**config.mk**
```make
export PLATFORM = sky130hd
export DESIGN_NAME = argmin_tree
export DESIGN_NICKNAME = d
export VERILOG_FILES = /design/src/rtl/argmin_pkg.sv /design/src/rtl/argmin_cell.sv /design/src/rtl/argmin_reduce.sv /design/src/rtl/argmin_stage.sv /design/src/rtl/argmin_tree.sv
export SDC_FILE = /design/constraint.sdc
export NUM_CORES = 1
export LEC_CHECK = 0
export BUFFER_PORTS_ARGS = -buffer_cell sky130_fd_sc_hd__buf_4
export CORE_MARGIN = 2
export CORE_UTILIZATION = 45
export DETAILED_ROUTE_END_ITERATION = 12
export GPL_TIMING_DRIVEN = 0
export PLACE_DENSITY_LB_ADDON = 0.08
export SYNTH_ARGS = -nofsm -noshare
export SYNTH_HDL_FRONTEND = slang
export SYNTH_SLANG_ARGS = --single-unit
```
**constraint.sdc**
```tcl
create_clock -name vclk -period 10.4
set_input_delay 2.08 -clock vclk [all_inputs]
set_output_delay 2.08 -clock vclk [all_outputs]
set_load 0.005 [all_outputs]
```
**src/rtl/argmin_pkg.sv**
```systemverilog
package argmin_pkg;

   // True when n is a power of two of at least two.
   function automatic bit is_pow2(input int n);
      return (n >= 2) && ((n & (n - 1)) == 0);
   endfunction

   // Number of bits needed to name one of n positions.
   function automatic int idx_width(input int n);
      return (n <= 2) ? 1 : $clog2(n);
   endfunction

   // Number of tree levels above the leaves.
   function automatic int tree_depth(input int n);
      return (n <= 2) ? 1 : $clog2(n);
   endfunction

endpackage

```
**src/rtl/argmin_cell.sv**
```systemverilog
module argmin_cell #(
   parameter int DATA_W     = 10,
   parameter int IDX_W      = 3,
   parameter bit STABLE_KEY = 1'b1
) (
   input  logic [DATA_W-1:0] a_val_i,
   input  logic [IDX_W-1:0]  a_idx_i,
   input  logic [DATA_W-1:0] b_val_i,
   input  logic [IDX_W-1:0]  b_idx_i,
   output logic [DATA_W-1:0] win_val_o,
   output logic [IDX_W-1:0]  win_idx_o
);

   localparam int KEY_W = DATA_W + IDX_W;

   logic take_a;

   generate
      if (STABLE_KEY) begin : g_key
         // The position sits below the value, so no two keys are ever equal.
         logic [KEY_W-1:0] key_a;
         logic [KEY_W-1:0] key_b;
         always_comb begin
            key_a  = {a_val_i, a_idx_i};
            key_b  = {b_val_i, b_idx_i};
            take_a = (key_a < key_b);
         end
      end else begin : g_le
         // Side a always comes from lower positions, so less-or-equal keeps ties low.
         always_comb begin
            take_a = (a_val_i <= b_val_i);
         end
      end
   endgenerate

   always_comb begin
      if (take_a) begin
         win_val_o = a_val_i;
         win_idx_o = a_idx_i;
      end else begin
         win_val_o = b_val_i;
         win_idx_o = b_idx_i;
      end
   end

endmodule

```
**src/rtl/argmin_reduce.sv**
```systemverilog
module argmin_reduce #(
   parameter int N_IN       = 8,
   parameter int DATA_W     = 10,
   parameter bit STABLE_KEY = 1'b1,
   localparam int IDX_W     = argmin_pkg::idx_width(N_IN)
) (
   input  logic [N_IN*DATA_W-1:0] cand_i,
   output logic [DATA_W-1:0]      min_val_o,
   output logic [IDX_W-1:0]       min_idx_o
);

   localparam int LEVELS = argmin_pkg::tree_depth(N_IN);

   generate
      for (genvar l = 0; l <= LEVELS; l++) begin : g_lvl
         localparam int CNT = N_IN >> l;
         logic [DATA_W-1:0] val [CNT];
         logic [IDX_W-1:0]  idx [CNT];

         if (l == 0) begin : g_leaf
            for (genvar k = 0; k < CNT; k++) begin : g_in
               assign val[k] = cand_i[k*DATA_W +: DATA_W];
               assign idx[k] = IDX_W'(k);
            end
         end else begin : g_node
            for (genvar p = 0; p < CNT; p++) begin : g_pair
               argmin_cell #(
                  .DATA_W     (DATA_W),
                  .IDX_W      (IDX_W),
                  .STABLE_KEY (STABLE_KEY)
               ) u_cell (
                  .a_val_i   (g_lvl[l-1].val[2*p]),
                  .a_idx_i   (g_lvl[l-1].idx[2*p]),
                  .b_val_i   (g_lvl[l-1].val[2*p+1]),
                  .b_idx_i   (g_lvl[l-1].idx[2*p+1]),
                  .win_val_o (val[p]),
                  .win_idx_o (idx[p])
               );
            end
         end
      end
   endgenerate

   assign min_val_o = g_lvl[LEVELS].val[0];
   assign min_idx_o = g_lvl[LEVELS].idx[0];

endmodule

```
**src/rtl/argmin_stage.sv**
```systemverilog
module argmin_stage #(
   parameter int WIDTH  = 8,
   parameter bit ENABLE = 1'b0
) (
   input  logic             clk_i,
   input  logic             rst_ni,
   input  logic             vld_i,
   input  logic [WIDTH-1:0] d_i,
   output logic             vld_o,
   output logic [WIDTH-1:0] q_o
);

   generate
      if (ENABLE) begin : g_reg
         always_ff @(posedge clk_i or negedge rst_ni) begin
            if (!rst_ni) begin
               vld_o <= 1'b0;
               q_o   <= '0;
            end else begin
               vld_o <= vld_i;
               q_o   <= d_i;
            end
         end
      end else begin : g_wire
         logic unused_clk_rst;
         assign unused_clk_rst = clk_i ^ rst_ni;
         assign vld_o = vld_i;
         assign q_o   = d_i;
      end
   endgenerate

endmodule

```
**src/rtl/argmin_tree.sv**
```systemverilog
module argmin_tree #(
   parameter int N_IN       = 8,
   parameter int DATA_W     = 10,
   parameter bit IN_REG     = 1'b0,
   parameter bit OUT_REG    = 1'b0,
   parameter bit STABLE_KEY = 1'b1
) (
   input  logic                                   clk_i,
   input  logic                                   rst_ni,
   input  logic                                   vld_i,
   input  logic [N_IN*DATA_W-1:0]                 cand_i,
   output logic                                   vld_o,
   output logic [DATA_W-1:0]                      min_val_o,
   output logic [argmin_pkg::idx_width(N_IN)-1:0] min_idx_o
);

   localparam int IDX_W = argmin_pkg::idx_width(N_IN);
   localparam int BUS_W = N_IN * DATA_W;
   localparam int RES_W = DATA_W + IDX_W;

   generate
      if (!argmin_pkg::is_pow2(N_IN)) begin : g_bad_n
         $error("argmin_tree: N_IN must be a power of two of at least 2");
      end
      if (DATA_W < 1) begin : g_bad_w
         $error("argmin_tree: DATA_W must be at least 1");
      end
   endgenerate

   logic             core_vld;
   logic [BUS_W-1:0] core_cand;
   logic [DATA_W-1:0] core_val;
   logic [IDX_W-1:0]  core_idx;
   logic [RES_W-1:0]  res_q;

   argmin_stage #(
      .WIDTH  (BUS_W),
      .ENABLE (IN_REG)
   ) u_in_stage (
      .clk_i  (clk_i),
      .rst_ni (rst_ni),
      .vld_i  (vld_i),
      .d_i    (cand_i),
      .vld_o  (core_vld),
      .q_o    (core_cand)
   );

   argmin_reduce #(
      .N_IN       (N_IN),
      .DATA_W     (DATA_W),
      .STABLE_KEY (STABLE_KEY)
   ) u_reduce (
      .cand_i    (core_cand),
      .min_val_o (core_val),
      .min_idx_o (core_idx)
   );

   argmin_stage #(
      .WIDTH  (RES_W),
      .ENABLE (OUT_REG)
   ) u_out_stage (
      .clk_i  (clk_i),
      .rst_ni (rst_ni),
      .vld_i  (core_vld),
      .d_i    ({core_val, core_idx}),
      .vld_o  (vld_o),
      .q_o    (res_q)
   );

   assign min_val_o = res_q[RES_W-1:IDX_W];
   assign min_idx_o = res_q[IDX_W-1:0];

endmodule

```
==> impl_metrics.py, run 1 <==
metrics = {
    "sta": {
        "hold_viol": 0,
        "final_max_slew_viol_count": 0,
        "tns_ns": 0,
        "finalCritPeriodShare_pct": 95.28,
        "setup_viol": 0,
        "rsz0062_at_grt": "false",
        "setup_slack_ns": 0.4905,
        "layout_min_cycle_time_ns": 9.909,
        "fmaxAchievable_ghz": 0.1009,
        "slew_headroom_pct": 53.72,
        "holdWs_ns": 4.326,
        "worst_pin_slew_ns": 0.6942,
    },
    "global_route": {
        "grt_pass1_vias": 2383,
        "overflow": 0,
        "grt_pass1_wl_mm": 9.867,
        "antenna_found_initial": 0,
        "gr-usage-all-layers_pct": 19.16,
        "grt_max_degree": 11,
    },
    "setup_path": {
        "cp-startpoint": "cand_i[42]",
        "critPathCaptureType": "primary output",
        "cp_max_fo": 10,
        "slowest_delay_ns": 0.39,
        "cp.required_ns": 8.32,
        "cp.arrival_ns": 7.83,
        "slowest_stage": "a211oi_1",
        "path_class": "in -> out",
        "start_kind": "primary input",
    },
    "layout": {
        "antenna_cells": 0,
        "seqCellArea_um2": 0,
        "fin_area_um2": 3278,
        "layout_commonest_cell": "buf_4",
        "final_net_count": 570,
        "syn2layout_area_growth_pct": 32.06,
        "clock_buffers": 0,
        "final_cell_mix": "buf_4 (96), inv_1 (66), ha_1 (63)",
        "seq_cells": 0,
        "drive_gt1_share_pct": 28.44,
    },
    "power": {
        "max-vdd-ir-drop_uv": 62.08,
        "power.density_nw_per_um2": 108.3,
        "power_leakage_uw": 0.001935,
    },
    "synthesis": {
        "avgSynthCellArea_um2": 7.568,
        "syn_area_um2": 2482,
        "synthCells": 328,
        "synth_fp_nets": 474,
        "yosys_warnings": 0,
        "ys_types": 37,
        "ys_seq_area_share_pct": 0,
    },
    "placement": {
        "dp_hpwl_mm": 5.450,
        "gp_congestion": 0.7811,
        "placed_area_um2": 3278,
        "portBuffers": 94,
        "pre_cts_ws_ns": 0.4875,
    },
    "drt": {
        "drc": 0,
        "vias_per_cell": 5.142,
        "wl_per_cell_um": 12.00,
        "dr.pass1.iters": 4,
        "antenna_left": 0,
        "first_iter_violations": 36,
        "vias": 2540,
        "finalWirelength_mm": 5.929,
    },
    "run_status": {
        "status": "complete, no violations",
    },
    "worst_hold_path": {
        "whs_endpoint": "vld_o",
        "hold_class": "in -> out",
        "min_delay_path_depth": 2,
        "hp-start": "vld_i",
    },
    "floorplan": {
        "initial_core_util_pct": 45.93,
        "ios": 97,
        "die_h_um": 78.27,
        "die_w_um": 78.27,
        "rows": 27,
        "fp.coreArea_um2": 5405,
        "dieArea_um2": 6126,
    },
    "cts": {
        "cts_setup_buffers": 0,
        "postCtsHoldBufs": 0,
        "cts_resized": 0,
    },
    "flow_run": {
        "maxCapViolations": 0,
    },
}
-- Yosys cell counts (all sizes together), types with 3 or more instances --
| master | number | area [um2] |
|---|---|---|
| inv | 66 | 247.7 |
| ha | 63 | 788.3 |
| a21oi | 42 | 210.2 |
| mux2i | 41 | 422.9 |
| nor2 | 23 | 86.33 |
| nand2 | 14 | 52.55 |
| mux2 | 13 | 180.2 |
| a21o | 10 | 75.07 |
| o21ai | 9 | 56.31 |
| buf | 8 | 56.29 |
| nand4 | 6 | 37.54 |
| a211oi | 4 | 30.03 |
| nand4b | 4 | 35.03 |
| a211o | 3 | 26.28 |
| and4 | 3 | 26.28 |
-- where the power goes --
group	internal (uW)	leakage, uW	switching (uW)
Combinational	192	0.00193	163
Clock	0	0	0
Sequential	0	0	0
-- worst max-delay path: cells and delay by family --
kind / cells / cell delay [ns]
compound gates: 16 / 2.88
buf+inv: 8 / 1.49
fa+ha+maj: 3 / 0.84
mux: 2 / 0.54
-- logic make-up after synthesis --
group	Yosys count	share of synthesized area, %
simple gates	54	10.38
fa+ha+maj	63	31.75
mux	54	24.29
compound gates	81	21.02
buf+inv	76	12.55
-- stage by stage --
step,cells,power [uW],utilization (%)
floorplan,328,237.2,-
global placement,494,354.0,60.65
detailed placement,494,358.6,60.65
CTS,494,359.6,60.65
global route,494,395.4,60.65
finish,494,355.1,60.65
-- worst max path at each step --
| stage | end | slack, ns | depth (start not counted) |
|---|---|---|---|
| after global placement | min_val_o[5] | 0.52 | 30 |
| final | min_val_o[6] | 0.49 | 29 |
| after detailed placement | min_val_o[6] | 0.49 | 30 |
| after floorplan | min_val_o[1] | 1.30 | 29 |
| after global routing | min_val_o[6] | 0.002 | 30 |
| after CTS | min_val_o[6] | 0.48 | 30 |
-- metal layers --
layer  vias up  routed length, um  track usage, %
met3         8                253          0.5747
met2        58               3181           39.48
met4         0                100           2.632
li1       1352                  -               -
met1      1122               2393           22.00
met5         -                  0               0
-- cell type report --
| type | count | area (um2) |
|---|---|---|
| inverters | 66 | 247.7 |
| multi-input cells | 252 | 2171 |
| well taps | 72 | 90.09 |
| fillers | 541 | 2127 |
| plain buffers | 10 | 63.81 |
| repair buffers | 94 | 705.7 |
Note: power is estimated with default switching activity, not from simulation.
==> run 2: changes to the inputs <==
- SETUP_SLACK_MARGIN: default -> 0.2
- SYNTH_HIERARCHICAL: default -> 1
==> impl_metrics.py, run 2 <==
metrics = {
    "layout": {
        "final_net_count": 718,
        "syn2layout_area_growth_pct": 9.905,
        "drive_gt1_share_pct": 40.26,
        "seq_cells": 0,
        "clock_buffers": 0,
        "stdcell_count": 660,
        "antenna_cells": 0,
        "final_cell_mix": "buf_4 (109), inv_1 (84), ha_1 (84)",
        "layout_commonest_cell": "buf_4",
        "seqCellArea_um2": 0,
    },
    "cts": {
        "cts_resized": 0,
        "cts_setup_buffers": 0,
        "postCtsHoldBufs": 0,
    },
    "sta": {
        "setup_viol": 0,
        "rsz0062_at_grt": "false",
        "tns_ns": 0,
        "final_max_slew_viol_count": 0,
        "fmaxAchievable_ghz": 0.1079,
        "finalCritPeriodShare_pct": 89.14,
        "hold_viol": 0,
        "layout_min_cycle_time_ns": 9.271,
    },
    "power": {
        "power.density_nw_per_um2": 105.2,
        "max-vdd-ir-drop_uv": 73.25,
        "power_leakage_uw": 0.002805,
    },
    "placement": {
        "dp_hpwl_mm": 6.985,
        "portBuffers": 14,
        "dpl.cell_count": 660,
        "gp_congestion": 0.8195,
    },
    "floorplan": {
        "fp.coreArea_um2": 9153,
        "die_h_um": 100.7,
        "rows": 35,
        "dieArea_um2": 10140,
        "die_w_um": 100.7,
        "initial_core_util_pct": 45.96,
        "ios": 97,
    },
    "global_route": {
        "antenna_found_initial": 0,
        "grt_max_degree": 11,
        "gr-usage-all-layers_pct": 14.98,
        "overflow": 0,
        "grt_pass1_wl_mm": 12.81,
        "grt_pass1_vias": 2989,
    },
    "worst_hold_path": {
        "min_delay_path_depth": 3,
        "hold_class": "in -> out",
        "whs_endpoint": "vld_o",
        "hp-start": "vld_i",
    },
    "drt": {
        "antenna_left": 0,
        "top_layer": "met3",
        "first_iter_violations": 47,
        "wl_met3_um": 264,
        "vias_per_cell": 4.561,
        "drc": 0,
        "dr.pass1.iters": 4,
        "wl_per_cell_um": 11.32,
        "vias": 3010,
        "met1_length_mm": 3.711,
        "finalWirelength_mm": 7.468,
        "dr_wl_met2_mm": 3.493,
    },
    "synthesis": {
        "yosys-top-cells-area": "ha_1 (25%), mux2_4 (25%), buf_4 (17%), inv_1 (7.5%), mux2_2 (5.6%)",
        "yosys_warnings": 6,
        "synth_most_common_cell": "buf_4",
        "avgSynthCellArea_um2": 8.602,
        "synth_common_cells": "buf_4 (95), ha_1 (84), inv_1 (84)",
        "synthCells": 489,
        "synth_top_area_share_pct": 24.99,
        "synth_top_cell_by_area": "ha_1",
        "ys_seq_area_share_pct": 0,
        "ys_types": 19,
        "syn_area_um2": 4207,
    },
    "setup_path": {
        "cp.arrival_ns": 7.19,
        "cp.required_ns": 8.32,
        "critPathCaptureType": "primary output",
        "cp_max_fo": 10,
        "start_kind": "primary input",
        "path_class": "in -> out",
    },
    "run_status": {
        "status": "complete, no violations",
    },
    "flow_run": {
        "maxCapViolations": 0,
    },
}
-- run 2: how the worst max path moves through the flow --
stage / slack (ns) / cells after the start / startpoint / end
6_report: 1.13 / 24 / cand_i[3] / min_val_o[1]
5_1_grt: 0.86 / 26 / cand_i[59] / min_val_o[5]
4_1_cts: 1.10 / 24 / cand_i[3] / min_val_o[1]
3_5_place_dp: 1.10 / 24 / cand_i[3] / min_val_o[2]
3_3_place_gp: 1.10 / 24 / cand_i[3] / min_idx_o[1]
2_1_floorplan: 1.56 / 23 / cand_i[3] / min_idx_o[1]
-- run 2: metrics by stage --
| stage | power, uW | hold slack, ns | cell area, um2 | util, % | setup WS [ns] |
|---|---|---|---|---|---|
| after floorplan | 381.9 | 4.323 | 4379 | - | 1.555 |
| after CTS | 489.6 | 4.413 | 4623 | 50.51 | 1.095 |
| after global placement | 482.0 | 4.410 | 4623 | 50.51 | 1.105 |
| after global routing | 543.8 | 4.425 | 4623 | 50.51 | 0.8646 |
| after detailed placement | 487.1 | 4.413 | 4623 | 50.51 | 1.101 |
| final | 486.4 | 4.412 | 4623 | 50.51 | 1.129 |
-- run 2: routing by layer --
metal / track usage (%) / vias to the layer above
met3: 0.6241 / 0
met4: 0 / 0
met1: 21.04 / 1320
met5: 0 / -
li1: - / 1644
met2: 26.92 / 46
-- run 2: power by group --
group          switching [uW]  internal (uW)
sequential                  0              0
clock                       0              0
combinational             197            290
-- run 2: critical path: stages --
cell,delay [ns]
buf_4,0.11
ha_1,0.30
a21o_1,0.18
a221o_1,0.33
a21oi_2,0.15
o21ai_2,0.12
buf_6,0.20
mux2_4,0.32
ha_1,0.31
a21o_1,0.19
a221o_1,0.33
a21oi_2,0.14
o21ai_2,0.10
buf_6,0.18
mux2_4,0.32
ha_1,0.31
a21o_1,0.18
a221o_1,0.33
a21oi_2,0.15
o21ai_2,0.10
buf_6,0.18
mux2_4,0.30
buf_4,0.13
buf_4,0.12
-- run 2: final cells by class --
| cell class | instances | area, um2 |
|---|---|---|
| fillers | 920 | 4529 |
| multi-input cells | 349 | 3272 |
| plain buffers | 102 | 792.0 |
| inverters | 84 | 315.3 |
| well taps | 111 | 138.9 |
| repair buffers | 14 | 105.1 |
-- run 2: cell families (layout without fill, tap and decap cells) --
family,count (synthesis),count (layout),share of synthesized area (%)
and+or+nand+nor,49,49,5.622
other,2,48,0.1785
AOI/OAI and AO/OA,77,77,12.28
buffers and inverters,186,200,26.32
muxes,91,91,30.61
adders and majority gates,84,84,24.99
